[src/rtl/sr_pkg.sv]
// Shared types for the security access router.
// Assumes exactly two engine cores; the mode encoding follows the
// per-core security bits (bit 0 = core 0, bit 1 = core 1).
package sr_pkg;
    localparam int NCORE  = 2;
    localparam int CIDX_W = $clog2(NCORE);

    typedef enum logic [NCORE-1:0] {
        MODE_OPEN   = 2'b00,
        MODE_FORBID = 2'b01,
        MODE_SPLIT  = 2'b10,
        MODE_ALLSEC = 2'b11
    } sec_mode_t;

    typedef struct packed {
        logic              deny;
        logic              share;
        logic [CIDX_W-1:0] pin_core;
    } verdict_t;
endpackage

[src/rtl/sr_cfg_shadow.sv]
// Holds the active security word and the sticky forbidden-config flag.
// Writes are applied only at an edge with no request presented; writes
// arriving while a request is presented are parked until then.
module sr_cfg_shadow
    import sr_pkg::*;
(
    input  logic             clk,
    input  logic             rst_n,
    input  logic             cfg_we,
    input  logic [NCORE-1:0] cfg_wdata,
    input  logic             busy,
    output sec_mode_t        mode,
    output logic             cfg_err
);
    logic             pend_q;
    logic [NCORE-1:0] pend_val_q;
    logic [NCORE-1:0] nxt_word;

    // Newest write wins over a parked one.
    always_comb nxt_word = cfg_we ? cfg_wdata : pend_val_q;

    // Apply or park configuration writes.
    always_ff @(posedge clk) begin
        if (!rst_n) begin
            mode       <= MODE_OPEN;
            cfg_err    <= 1'b0;
            pend_q     <= 1'b0;
            pend_val_q <= '0;
        end else if (!busy) begin
            if (cfg_we || pend_q) begin
                mode    <= sec_mode_t'(nxt_word);
                cfg_err <= (sec_mode_t'(nxt_word) == MODE_FORBID);
            end
            pend_q <= 1'b0;
        end else if (cfg_we) begin
            pend_q     <= 1'b1;
            pend_val_q <= cfg_wdata;
        end
    end

    AST_HOLD_WHILE_BUSY: assert property (@(posedge clk) disable iff (!rst_n)
        busy |=> $stable(mode)) else $error("config changed under request");
endmodule

[src/rtl/sr_policy.sv]
// Combinational access policy: from mode, world and region, decides
// deny, pinned core, or shared (load-balanced) handling.
// Assumes req fields are only meaningful while a request is presented.
module sr_policy
    import sr_pkg::*;
(
    input  sec_mode_t          mode,
    input  logic               cfg_err,
    input  logic               is_reg,
    input  logic [CIDX_W-1:0]  reg_core,
    input  logic               world_sec,
    input  logic               region_sec,
    output verdict_t           verdict
);
    // Decision table per mode.
    always_comb begin
        verdict = '{deny: 1'b0, share: 1'b0, pin_core: '0};
        if (cfg_err || mode == MODE_FORBID) begin
            verdict.deny = 1'b1;
        end else if (is_reg) begin
            unique case (mode)
                MODE_SPLIT:  verdict.deny = !world_sec && (reg_core == CIDX_W'(1));
                MODE_ALLSEC: verdict.deny = !world_sec;
                default:     verdict.deny = 1'b0;
            endcase
        end else begin
            unique case (mode)
                MODE_SPLIT: begin
                    if (world_sec) verdict.pin_core = region_sec ? CIDX_W'(1) : CIDX_W'(0);
                    else           verdict.deny     = region_sec;
                end
                MODE_ALLSEC: begin
                    verdict.deny  = !world_sec || !region_sec;
                    verdict.share = world_sec && region_sec;
                end
                default: verdict.share = 1'b1;
            endcase
        end
    end
endmodule

[src/rtl/sr_core_pick.sv]
// Picks a free core for shared requests with a rotating tie preference.
// Assumes 'advance' is raised only in a cycle where a shared grant is made.
module sr_core_pick
    import sr_pkg::*;
(
    input  logic              clk,
    input  logic              rst_n,
    input  logic [NCORE-1:0]  core_free,
    input  logic              advance,
    output logic              pick_valid,
    output logic [CIDX_W-1:0] pick_core
);
    logic [CIDX_W-1:0] pref_q;

    // Choose the preferred core on a tie, otherwise the single free one.
    always_comb begin
        pick_valid = |core_free;
        pick_core  = (&core_free) ? pref_q : (core_free[1] ? CIDX_W'(1) : CIDX_W'(0));
    end

    // Move preference away from the core just granted.
    always_ff @(posedge clk) begin
        if (!rst_n)       pref_q <= '0;
        else if (advance) pref_q <= ~pick_core;
    end

    AST_PICK_IS_FREE: assert property (@(posedge clk) disable iff (!rst_n)
        pick_valid |-> core_free[pick_core]) else $error("picked busy core");
endmodule

[src/rtl/sec_router.sv]
// Top of the dual-engine security access router. Accepts or denies each
// request, dispatches accepted memory requests to a core via start pulses
// gated by core_free, and selects register interfaces.
// Assumes the requester holds its request fields stable while req_valid=1.
module sec_router
    import sr_pkg::*;
(
    input  logic             clk,
    input  logic             rst_n,
    input  logic             cfg_we,
    input  logic [1:0]       cfg_wdata,
    input  logic             req_valid,
    input  logic             req_is_reg,
    input  logic             req_reg_core,
    input  logic             req_world_sec,
    input  logic             req_region_sec,
    output logic             req_ready,
    output logic             req_err,
    input  logic [1:0]       core_free,
    output logic [1:0]       core_start,
    output logic [1:0]       reg_sel,
    output logic             config_error
);
    sec_mode_t         mode;
    verdict_t          verdict;
    logic              pick_valid;
    logic [CIDX_W-1:0] pick_core;
    logic [CIDX_W-1:0] mem_target;
    logic              mem_go;
    logic              advance;

    sr_cfg_shadow u_cfg (
        .clk(clk), .rst_n(rst_n), .cfg_we(cfg_we), .cfg_wdata(cfg_wdata),
        .busy(req_valid), .mode(mode), .cfg_err(config_error)
    );

    sr_policy u_pol (
        .mode(mode), .cfg_err(config_error), .is_reg(req_is_reg),
        .reg_core(req_reg_core), .world_sec(req_world_sec),
        .region_sec(req_region_sec), .verdict(verdict)
    );

    sr_core_pick u_pick (
        .clk(clk), .rst_n(rst_n), .core_free(core_free), .advance(advance),
        .pick_valid(pick_valid), .pick_core(pick_core)
    );

    // Resolve the memory target and whether it can start now.
    always_comb begin
        mem_target = verdict.share ? pick_core  : verdict.pin_core;
        mem_go     = verdict.share ? pick_valid : core_free[verdict.pin_core];
        advance    = req_valid && !verdict.deny && !req_is_reg && verdict.share && pick_valid;
        req_ready  = req_valid && (verdict.deny || req_is_reg || mem_go);
        req_err    = req_valid && verdict.deny;
    end

    // Per-core dispatch and register-select strobes.
    for (genvar gi = 0; gi < NCORE; gi++) begin : g_core
        always_comb begin
            core_start[gi] = req_valid && !verdict.deny && !req_is_reg && mem_go
                             && (mem_target == CIDX_W'(gi));
            reg_sel[gi]    = req_valid && !verdict.deny && req_is_reg
                             && (req_reg_core == CIDX_W'(gi));
        end
        AST_START_NEEDS_FREE: assert property (@(posedge clk) disable iff (!rst_n)
            core_start[gi] |-> core_free[gi]) else $error("start to busy core");
    end

    AST_DENY_SILENT: assert property (@(posedge clk) disable iff (!rst_n)
        req_err |-> (core_start == '0 && reg_sel == '0 && req_ready)) else $error("denied leaked");
    AST_START_ONEHOT: assert property (@(posedge clk) disable iff (!rst_n)
        $onehot0(core_start)) else $error("multiple starts");
    AST_LOCKOUT: assert property (@(posedge clk) disable iff (!rst_n)
        (config_error && req_valid) |-> req_err) else $error("request passed in error state");
endmodule

[config.mk]
export PLATFORM = sky130hd
export DESIGN_NAME = sec_router
export DESIGN_NICKNAME = d
export VERILOG_FILES = /design/src/rtl/sr_pkg.sv /design/src/rtl/sr_cfg_shadow.sv /design/src/rtl/sr_policy.sv /design/src/rtl/sr_core_pick.sv /design/src/rtl/sec_router.sv
export SDC_FILE = /design/constraint.sdc
export NUM_CORES = 1
export LEC_CHECK = 0
export BUFFER_PORTS_ARGS = -buffer_cell sky130_fd_sc_hd__buf_4
export CAP_MARGIN = 10
export CORE_AREA = 2 2 39 41
export CTS_BUF_LIST = sky130_fd_sc_hd__clkbuf_2 sky130_fd_sc_hd__clkbuf_4 sky130_fd_sc_hd__clkbuf_8
export DETAILED_ROUTE_END_ITERATION = 10
export DIE_AREA = 0 0 41 43
export PLACE_DENSITY = 0.74
export SETUP_SLACK_MARGIN = 0.4
export SYNTH_ARGS = -nofsm -noshare
export SYNTH_HDL_FRONTEND = slang
export SYNTH_HIERARCHICAL = 1
export SYNTH_SLANG_ARGS = --single-unit
[constraint.sdc]
create_clock -name clk -period 6.8 [get_ports clk]
set_clock_uncertainty 0.15 [all_clocks]
set_input_delay 1.7 -clock clk [delete_from_list [all_inputs] [get_ports clk]]
set_output_delay 1.7 -clock clk [all_outputs]
set_load 0.1 [all_outputs]
# ---- After elaboration in Yosys (flattened, before gate mapping)
# Cells that the tools add are included.
dict set report word_totals {
  ff_bits 7
  latch_bits 0
  ram_bits 0
  romBits 0
  in_bits 12
  out_inout_bits 7
  word_cells 59
  mem_count 0
}
dict set report classes {
  n_addsub 0
  multipliers 0
  div 0
  order_cmp 1
  n_eq_ne 4
  n_shift 0
  muxes 18
  n_bitwise 4
  n_reduce_logical 27
}
# cell n
set op_table {}
lappend op_table {{1-bit logical AND} 14}
lappend op_table {{1-bit two-way mux} 12}
lappend op_table {{2-bit two-way mux} 3}
lappend op_table {{1-bit case mux with 2 select lines} 3}
lappend op_table {{2-bit AND reduction} 3}
lappend op_table {{1-bit logical OR} 5}
lappend op_table {{2-bit by 1-bit equality test with 1-bit output (second input constant)} 2}
lappend op_table {{2-bit equality test (second input constant)} 2}
lappend op_table {{1-bit zero test} 4}
lappend op_table {{1-bit inverter} 4}
lappend op_table {{1-bit by 2-bit < comparator with 1-bit output (second input constant)} 1}
lappend op_table {{2-bit OR reduction} 1}

# ---- Longest topological paths before layout
# Gate-level depths: netlist of run 1.
dict set report depth {
  ltp_word 10
  depth_mapped 7
  depth_no_buf 7
}

# ---- Hierarchy
# The synthesis of run 1 kept the hierarchy.
# module instances cells_per_inst area_per_inst_um2 seq_area_each_um2
set modules_own_cells {}
lappend modules_own_cells {sr_cfg_shadow 1 31 302.8 120.1}
lappend modules_own_cells {sec_router 1 17 128.9 0.0}
lappend modules_own_cells {sr_policy 1 12 73.8 0.0}
lappend modules_own_cells {sr_core_pick 1 6 58.8 20.0}

# ---- Worst setup path after synthesis of run 1
# Ideal clock, no wire load.
dict set report synth_timing {
  kind {input port to output port}
  start {input port req_reg_core}
  end {output port reg_sel[0]}
  arrival_ns 5.423
  required_time_ns 4.950
  slack_ns -0.473
  stages 4
  n_path_buf 0
  path_cell_list {a21oi_1 > a21oi_1 > a311o_1 > nor4b_1}
}
# item line
set synth_rtl {}
lappend synth_rtl {{start: declaration} sec_router.sv:14} ;# input logic req_reg_core,
lappend synth_rtl {{end: declaration} sec_router.sv:21} ;# output logic [1:0] reg_sel,

==> results of run 1 <==
## metal layers
metal	share of wire [%]	routed length [µm]	vias to the layer above	track usage, %
met5	0	0	-	0
met4	3.7	42	0	14.0
met3	6.8	78	4	3.14
met2	48	549	19	24.1
met1	41	474	253	15.6
li1	-	-	282	-
## power groups by stage
stage	clock network, mW	registers [mW]	logic, mW
final	0.0427	0.0453	0.0481
after global routing	0.0465	0.0457	0.0517
after CTS	0.0439	0.0453	0.0485
after detailed placement	0	0.0462	0.0484
after global placement	0	0.0461	0.0478
after floorplan	0	0.0469	0.0351
## final timing paths
path                                           from             endpoint  slack [ps]  cells after the start
worst max-delay path                   req_reg_core        core_start[0]        1700                      7
worst min-delay path            u_cfg/pend_val_q[1]  u_cfg/pend_val_q[1]         310                      2
worst max register to register        u_cfg/mode[1]        u_pick/pref_q        4810                      7
worst min register to register  u_cfg/pend_val_q[1]  u_cfg/pend_val_q[1]         310                      2
## cell usage after synthesis, drive strengths merged (2+ instances only)
master,count
mux2i,2
buf,2
dfxtp,7
and2,2
or3b,2
a21oi,6
a21boi,2
nor3b,2
nand3,3
nand4,2
nand2b,2
nor4b,2
nand2,7
inv,5
o221a,2
nand3b,2
nor3,3
nor2,4
## layout make-up
cell class / count / area (µm²) / share of cell area, %
inverters: 5 / 18.8 / 2.54
flip-flops and latches: 7 / 140 / 19.0
multi-input cells: 52 / 394 / 53.4
well taps: 16 / 20.0 / 2.71
clock buffers: 4 / 30.0 / 4.07
repair buffers: 18 / 135 / 18.3
## metrics by stage
| stage | hold slack (ps) | utilization [%] | setup slack [ps] | power (mW) | area (µm²) |
|---|---|---|---|---|---|
| 6_report | 315 | 53.3 | 1700 | 0.136 | 738 |
| 5_1_grt | 350 | 53.3 | 1620 | 0.144 | 738 |
| 4_1_cts | 317 | 53.3 | 1700 | 0.138 | 738 |
| 3_5_place_dp | 309 | 51.2 | 1710 | 0.0946 | 708 |
| 3_3_place_gp | 306 | 51.2 | 1740 | 0.0939 | 708 |
| 2_1_floorplan | 297 | - | 932 | 0.0820 | 576 |
## kinds of logic (layout without fill, tap and decap cells)
group                  count (synthesis)  count (layout)  share of synthesized area (%)
AND/OR/NAND/NOR                       33              33                           39.0
buffers and inverters                  7              27                           7.32
multiplexers                           3               3                           6.21
AO/OA/AOI/OAI                         16              16                           22.6
flip-flops                             7               7                           24.8
## tightest hold or removal path: stages (launching register included)
cell and delay (ps):
dfxtp_1 310, nand2_1 50, a21boi_1 50
## sequential cells by signal (all words and copies together), names as in the netlist
signal            count
u_cfg/cfg_err         1
u_cfg/mode            2
u_cfg/pend_q          1
u_cfg/pend_val_q      2
u_pick/pref_q         1
==> results.ini, run 1 <==
[run_status]
outcome = complete, no violations

[detailed_routing]
drt-total-wl_um = 1150
vias_per_cell = 5.47
drc = 0
drt_iter0_drc = 3
drt-pass1-iter-count = 2
wl_per_cell_um = 11.2
ant_nets = 0
vias = 558

[cts]
root_buffer = clkbuf_4
tritoncts = built
numCtsBuffers = 3
htree_levels = 1
postCtsSetupBuffers = 0
clock_path_buffers = 2
clock_latency_ps = 260
cts_resized = 0
clkTransAtPathRegs_ps = 60
ctsHoldBuffers = 0
cts_sinks = 7

[synth]
synth_nets = 78
synth_seq_cells = 7
ys_warn_count = 6
synth_top_area_share_pct = 24.8
synth_ff_type = dfxtp_1
synthTopCellsByArea = dfxtp_1 25%, nor3b_2 4.4%, buf_6 4.0%
ys_seq_area_share_pct = 24.8
syn_inst = 66
yosysUniqueCellTypes = 33
synth_top_cell_by_area = dfxtp_1
synth_edf_count = 0
netlist_area_um2 = 564
syn_avg_cell_area_um2 = 8.55
async_reset_ff_share_pct = 0

[floorplanning]
start_util_pct = 40.8
die_x_um = 41
rows = 14
num_io_pins = 19
die-area_um2 = 1760
die_y_um = 43
coreArea_um2 = 1380

[timing]
grt_setup_unrepaired = no
finalHoldViolCount = 0
drv_slew = 0
maxSlewHeadroom_pct = 59.2
layout_min_cycle_time_ps = 5100
final.period_utilization_pct = 75.0
clock.fmax_ghz = 0.196
max_slew.worst_pin.slew_ps = 607
setup_tns_ps = 0
setup_viol = 0

[global_route]
antenna_found_initial = 0
grt-ovfl-total = 0
grt_pass1_vias = 491
grt_max_degree = 13
grt_pass1_wl_um = 1800
gr-usage-all-layers_pct = 15.3

[cells_and_area]
nets = 99
antenna-diode-count = 0
fillerInstances = 145
drive_gt1_share_pct = 44.2
syn_to_final_growth_pct = 30.8
finalNonFillerCells = 102
layout_commonest_cell = buf_4
final_cell_mix = 18 x buf_4, 7 x dfxtp_1, 6 x nand2_1, 5 x inv_1

[power_and_ir_drop]
power.density_nw_per_um2 = 184
power_frac_clock_pct = 31.4
p_sw_mw = 0.0491
comb_power_share_pct = 35.3
peakVddDrop_mv = 0.0986
p_leak_nw = 0.303
seq_power_share_pct = 33.3
switching_share_pct = 36.1
internal-power_mw = 0.0870

[worst_hold_path]
hold_class = flip-flop to flip-flop

[setup_path]
path_cells = buf_4, a21oi_1, a21oi_1, a311o_1, or3b_4, a21oi_2, buf_4
crit_family = compound AO/OA/AOI/OAI gates
crit_fanout = 6
critPathKind = input pin to primary output
crit_required_ps = 4950
crit_buf_inv = 2
crit_slowest_cell = or3b_4
worst_setup_path_start_kind = input pin
cp.arrival_ps = 3250
max_stage_delay_ps = 430
crit_path_end_kind = primary output

[place]
dp.cells = 98
portBuffers = 18
gp_congestion = 0.733

[job]
maxCapViolCount = 0

Power figures use the tool's default switching activity.
==> run 2, diff against run 1 <==
--- a/config.mk
+++ b/config.mk
@@ -5,13 +5,14 @@
 export SDC_FILE = /design/constraint.sdc
 export NUM_CORES = 1
 export LEC_CHECK = 0
+export ABC_AREA = 1
 export BUFFER_PORTS_ARGS = -buffer_cell sky130_fd_sc_hd__buf_4
 export CAP_MARGIN = 10
 export CORE_AREA = 2 2 39 41
 export CTS_BUF_LIST = sky130_fd_sc_hd__clkbuf_2 sky130_fd_sc_hd__clkbuf_4 sky130_fd_sc_hd__clkbuf_8
 export DETAILED_ROUTE_END_ITERATION = 10
 export DIE_AREA = 0 0 41 43
-export PLACE_DENSITY = 0.74
+export PLACE_DENSITY = 0.76
 export SETUP_SLACK_MARGIN = 0.4
 export SYNTH_ARGS = -nofsm -noshare
 export SYNTH_HDL_FRONTEND = slang
==> constraint.sdc (replaced) <==
create_clock -name clk -period 4.68 [get_ports clk]
set_clock_uncertainty 0.15 [all_clocks]
set_input_delay 1.17 -clock clk [delete_from_list [all_inputs] [get_ports clk]]
set_output_delay 1.17 -clock clk [all_outputs]
set_load 0.1 [all_outputs]
==> run 2 against run 1 <==
  * Synthesized area fell by 1.8%
  * Synthesized cell count grew 53%
  * Core utilization grew 0.090 points
  * Total power increased by 41%
  * Design area up 0.17%
  * Combinational power is 38% higher
  * Critical path depth up 3
  * Via count rose by 14%
  * Critical path type unchanged
==> results.ini, run 2 <==
[setup_path]
crit_slowest_cell = buf_4
crit_buf_inv = 3
crit_path_end_kind = primary output
worst_setup_path_start_kind = input pin
cp.depth = 10
critPathKind = input pin to primary output
r2r_cells = 9
crit_family = simple AND/OR/NAND/NOR gates
crit_required_ps = 3360
crit_fanout = 7
path_cells = buf_4, nand3b_2, nor2_1, inv_1, nand2_2, nand3_2, nand2_1, nand2_1, nor2_1, buf_4
cp.arrival_ps = 2350
max_stage_delay_ps = 290

[cells_and_area]
antenna-diode-count = 0
fin_area_um2 = 739
post-route-util_pct = 53.4
finalNonFillerCells = 139
fillerInstances = 150
nets = 136
layout_commonest_cell = nand2_1
drive_gt1_share_pct = 26.8
largestRegisters = u_cfg/mode: 2 flops, u_cfg/pend_val_q: 2 flops
final_cell_mix = 27 x nand2_1, 23 x inv_1, 18 x buf_4, 13 x nor2_1
syn_to_final_growth_pct = 33.4

[place]
dp.final_hpwl_um = 925
dp.cells = 135
dpl-instance-area_um2 = 709
gp_congestion = 0.726
dp_slack_ps = 1010
portBuffers = 18

[cts]
cts_sinks = 7
postCtsSetupBuffers = 0
ctsHoldBuffers = 0
htree_levels = 1
clock_path_buffers = 2
clkTransAtPathRegs_ps = 50
clock_latency_ps = 250
numCtsBuffers = 3
root_buffer = clkbuf_4
tritoncts = built
cts_resized = 0

[floorplanning]
rows = 14
die-area_um2 = 1760
coreArea_um2 = 1380
die_x_um = 41
start_util_pct = 40.1
die_y_um = 43
num_io_pins = 19

[timing]
hold_slack_ps = 361
final.period_utilization_pct = 78.4
grt_setup_unrepaired = no
layout_min_cycle_time_ps = 3670
setup_slack_ps = 1010
drv_slew = 0
max_slew.worst_pin.slew_ps = 306
clock.fmax_ghz = 0.272
setup_tns_ps = 0
maxSlewHeadroom_pct = 79.4
finalHoldViolCount = 0
setup_viol = 0

[synth]
synth_ff_type = dfxtp_1
synthTopCellsByArea = dfxtp_1 25%, nand2_1 18%, inv_1 16%
yosysUniqueCellTypes = 17
netlist_area_um2 = 554
synth_seq_cells = 7
synth_top_cell_by_area = dfxtp_1
synth_edf_count = 0
ys_warn_count = 6
synth.most_common_cell = nand2_1
async_reset_ff_share_pct = 0
synth_common_cells = 27 x nand2_1, 23 x inv_1, 13 x nor2_1
syn_inst = 101
synth_nets = 113
synth_top_area_share_pct = 25.3
ys_seq_area_share_pct = 25.3
syn_avg_cell_area_um2 = 5.49

[global_route]
antenna_found_initial = 0
grt_pass1_vias = 529
grt-ovfl-total = 0
grt_max_degree = 8
gr-usage-all-layers_pct = 14.6
grt_pass1_wl_um = 1760

[detailed_routing]
vias = 636
drc = 0
drt-total-wl_um = 1130
wl_per_cell_um = 8.10
drt_iter0_drc = 12
ant_nets = 0
drt-pass1-iter-count = 5
vias_per_cell = 4.58

[power_and_ir_drop]
seq_power_share_pct = 33.9
p_leak_nw = 0.419
power.density_nw_per_um2 = 260
power_frac_clock_pct = 31.6
p_sw_mw = 0.0703
internal-power_mw = 0.122
comb_power_share_pct = 34.5
power.total_mw = 0.192
switching_share_pct = 36.6
peakVddDrop_mv = 0.150

[worst_hold_path]
hold_depth = 2
hold_class = flip-flop to flip-flop

[job]
maxCapViolCount = 0

[run_status]
outcome = complete, no violations

run 2: changes by cell type in the layout (fill, tap and decap cells not counted), moves of 2 or more:
cell      delta
a21boi_1     -2
o221a_1      -2
nor3b_2      -2
mux2i_1      -2
inv_1       +18
nand3b_1     -2
inv_2        +3
nand2_1     +21
o21ai_1      +4
nor2_1      +11
nand3_1      +4
run 2: worst paths after layout:
| check | startpoint | endpoint | slack (ps) |
|---|---|---|---|
| setup / recovery | req_is_reg | core_start[0] | 1010 |
| hold / removal | u_cfg/cfg_err | u_cfg/cfg_err | 360 |
| setup reg to reg | u_cfg/mode[1] | u_pick/pref_q | 2970 |
| hold reg to reg | u_cfg/cfg_err | u_cfg/cfg_err | 360 |
run 2: cell families (layout without fill, tap and decap cells):
group / Yosys count / after routing / synth area share [%]
AND/OR/NAND/NOR: 58 / 58 / 47.0
AO/OA/AOI/OAI: 10 / 10 / 10.2
buffers and inverters: 26 / 48 / 17.6
flip-flops: 7 / 7 / 25.3
run 2: cell type report:
type / count / area, µm² / share of cell area (%)
multi-input combinational: 68 / 317 / 42.8
timing repair buffer: 18 / 135 / 18.3
clock buffer: 4 / 30.0 / 4.06
inverter: 26 / 97.6 / 13.2
sequential: 7 / 140 / 19.0
tap: 16 / 20.0 / 2.71
run 2: tightest hold or removal path: stages, from the launching register on:
cell and delay (ps):
dfxtp_1 330, nand2_1 70, a21oi_1 60
run 2: routing by layer:
layer / global-route usage [%] / wire length [µm] / vias to the layer above
met4: 8.00 / 7 / 0
met5: 0 / 0 / -
met3: 3.14 / 73 / 2
met1: 15.3 / 501 / 270
met2: 25.0 / 544 / 18
li1: - / - / 346
run 2: power by group through the flow:
stage | clock (mW) | combinational [mW] | sequential (mW)
after floorplan | 0 | 0.0456 | 0.0680
after global placement | 0 | 0.0657 | 0.0664
after detailed placement | 0 | 0.0665 | 0.0665
after CTS | 0.0628 | 0.0667 | 0.0652
after global routing | 0.0647 | 0.0726 | 0.0656
final | 0.0607 | 0.0664 | 0.0652
==> run 3, diff against run 2 <==
--- a/config.mk
+++ b/config.mk
@@ -5,14 +5,14 @@
 export SDC_FILE = /design/constraint.sdc
 export NUM_CORES = 1
 export LEC_CHECK = 0
-export ABC_AREA = 1
+export ABC_AREA = 0
 export BUFFER_PORTS_ARGS = -buffer_cell sky130_fd_sc_hd__buf_4
 export CAP_MARGIN = 10
 export CORE_AREA = 2 2 39 41
 export CTS_BUF_LIST = sky130_fd_sc_hd__clkbuf_2 sky130_fd_sc_hd__clkbuf_4 sky130_fd_sc_hd__clkbuf_8
 export DETAILED_ROUTE_END_ITERATION = 10
 export DIE_AREA = 0 0 41 43
-export PLACE_DENSITY = 0.76
+export PLACE_DENSITY = 0.74
 export SETUP_SLACK_MARGIN = 0.4
 export SYNTH_ARGS = -nofsm -noshare
 export SYNTH_HDL_FRONTEND = slang
==> constraint.sdc (replaced) <==
create_clock -name clk -period 3.7 [get_ports clk]
set_clock_uncertainty 0.15 [all_clocks]
set_input_delay 0.925 -clock clk [delete_from_list [all_inputs] [get_ports clk]]
set_output_delay 0.925 -clock clk [all_outputs]
set_load 0.1 [all_outputs]
==> run 3 against run 2 <==
  * Sequential power rose by 29%
  * Clock power rose by 28%
  * Worst setup slack lost 670 ps
  * First-iteration DRC count fell by 67%
  * Total power is 45% higher
==> results.ini, run 3 (synthesis gave the netlist of run 1 again) <==
[detailed_routing]
drt-total-wl_um = 1390
vias_per_cell = 5.53
vias = 592
ant_nets = 0
drt_iter0_drc = 4
wl_per_cell_um = 13.0
drt-pass1-iter-count = 2
drc = 0

[floorplanning]
num_io_pins = 19
die_x_um = 41
die-area_um2 = 1760
die_y_um = 43
start_util_pct = 40.8
rows = 14
coreArea_um2 = 1380

[cts]
cts_sinks = 7
tritoncts = built
numCtsBuffers = 3
root_buffer = clkbuf_4
clock_path_buffers = 2
clkTransAtPathRegs_ps = 50
clock_latency_ps = 250
htree_levels = 1

[setup_path]
crit_buf_inv = 2
worst_setup_path_start_kind = input pin
cp.depth = 6
max_stage_delay_ps = 420
startpoint = req_region_sec
critPathKind = input pin to primary output
crit_fanout = 3
rr_startpoint = u_cfg/mode[1]
crit_family = compound AO/OA/AOI/OAI gates
crit_path_end_kind = primary output
worstReg2RegEnd = u_pick/pref_q
cp.arrival_ps = 2290
crit_required_ps = 2620
ff2ff_setup_slack_ps = 1690
crit_slowest_cell = or3b_4
endpoint = core_start[0]
r2r_cells = 8
path_cells = buf_8, mux2i_1, a311o_1, or3b_4, a21oi_4, buf_12

[run_status]
outcome = complete, no violations

[cells_and_area]
final_cell_mix = 14 x buf_4, 7 x dfxtp_1, 6 x nand2_1, 5 x inv_1
largestRegisters = u_cfg/mode: 2 flops, u_cfg/pend_val_q: 2 flops
syn_to_final_growth_pct = 63.2
layout_commonest_cell = buf_4
drive_gt1_share_pct = 53.8
fillerInstances = 119
antenna-diode-count = 0
nets = 104

[place]
gp_congestion = 0.692
portBuffers = 18
dp.final_hpwl_um = 981

[job]
maxCapViolCount = 0

[global_route]
grt_pass1_wl_um = 2130
grt_max_degree = 13
grt_pass1_vias = 563
gr-usage-all-layers_pct = 17.7
grt-ovfl-total = 0
antenna_found_initial = 0

[timing]
setup_tns_ps = 0
max_slew.worst_pin.slew_ps = 426
setup_viol = 0
grt_setup_unrepaired = yes
finalHoldViolCount = 0
final.period_utilization_pct = 90.9
drv_slew = 0
maxSlewHeadroom_pct = 71.4
clock.fmax_ghz = 0.297
layout_min_cycle_time_ps = 3360

[power_and_ir_drop]
peakVddDrop_mv = 0.237
power_frac_clock_pct = 27.7
internal-power_mw = 0.178
comb_power_share_pct = 42.1
p_leak_nw = 0.367
power.density_nw_per_um2 = 303
p_sw_mw = 0.101
power.total_mw = 0.279
seq_power_share_pct = 30.2
switching_share_pct = 36.1

[worst_hold_path]
hold_class = flip-flop to flip-flop

## run 3: per-layer routing
layer / vias up / part of all wire [%] / track usage, %
met4: 0 / 2.8 / 6.00
met2: 21 / 55 / 31.6
li1: 292 / - / -
met5: - / 0 / 0
met3: 4 / 6.3 / 7.33
met1: 275 / 35 / 16.8
## run 3: worst min-delay path by stage
stage | cells after the start | startpoint | to | slack (ps)
2_1_floorplan | 2 | u_cfg/pend_val_q[1] | u_cfg/pend_val_q[1] | 300
3_3_place_gp | 2 | u_cfg/pend_val_q[1] | u_cfg/pend_val_q[1] | 310
3_5_place_dp | 2 | u_cfg/pend_val_q[1] | u_cfg/pend_val_q[1] | 310
4_1_cts | 2 | u_cfg/pend_val_q[1] | u_cfg/pend_val_q[1] | 320
5_1_grt | 2 | u_cfg/pend_val_q[1] | u_cfg/pend_val_q[1] | 350
6_report | 2 | u_cfg/pend_val_q[1] | u_cfg/pend_val_q[1] | 320
## run 3: repair_timing
action                                  CTS  global route
buffers inserted                          2             1
pin swaps                                 4             4
hold buffers                              0             0
endpoints found under the setup margin    5             5
resized for setup                        15            10
## run 3: power by group through the flow
| stage | registers (mW) | logic (mW) | clock network, mW |
|---|---|---|---|
| CTS | 0.0841 | 0.107 | 0.0817 |
| global route | 0.0850 | 0.125 | 0.0846 |
| detailed placement | 0.0852 | 0.0974 | 0 |
| floorplan | 0.0862 | 0.0698 | 0 |
| finish | 0.0842 | 0.117 | 0.0774 |
| global placement | 0.0849 | 0.0959 | 0 |
## run 3: per-stage QoR
step	utilization [%]	worst slack, ps	std cells	instance area (µm²)	hold WS (ps)
2_1_floorplan	-	112	66	612	297
3_3_place_gp	54.9	244	100	759	306
3_5_place_dp	54.9	220	100	759	314
4_1_cts	62.7	302	106	867	321
5_1_grt	66.5	280	107	921	355
6_report	66.5	338	107	921	316
## run 3: final cells by class
| cell class | count | area, µm² | area share (%) |
|---|---|---|---|
| clock buffer | 4 | 30.0 | 3.26 |
| inverter | 5 | 18.8 | 2.04 |
| multi-input combinational | 52 | 463 | 50.3 |
| sequential | 7 | 140 | 15.2 |
| tap | 16 | 20.0 | 2.17 |
| timing repair buffer | 23 | 249 | 27.0 |
## run 3: worst min-delay path: cells and delay by family (launching register included)
kind / cells / cell delay (ps)
flip-flops: 1 / 310
AND/OR/NAND/NOR: 1 / 50
AO/OA/AOI/OAI: 1 / 50
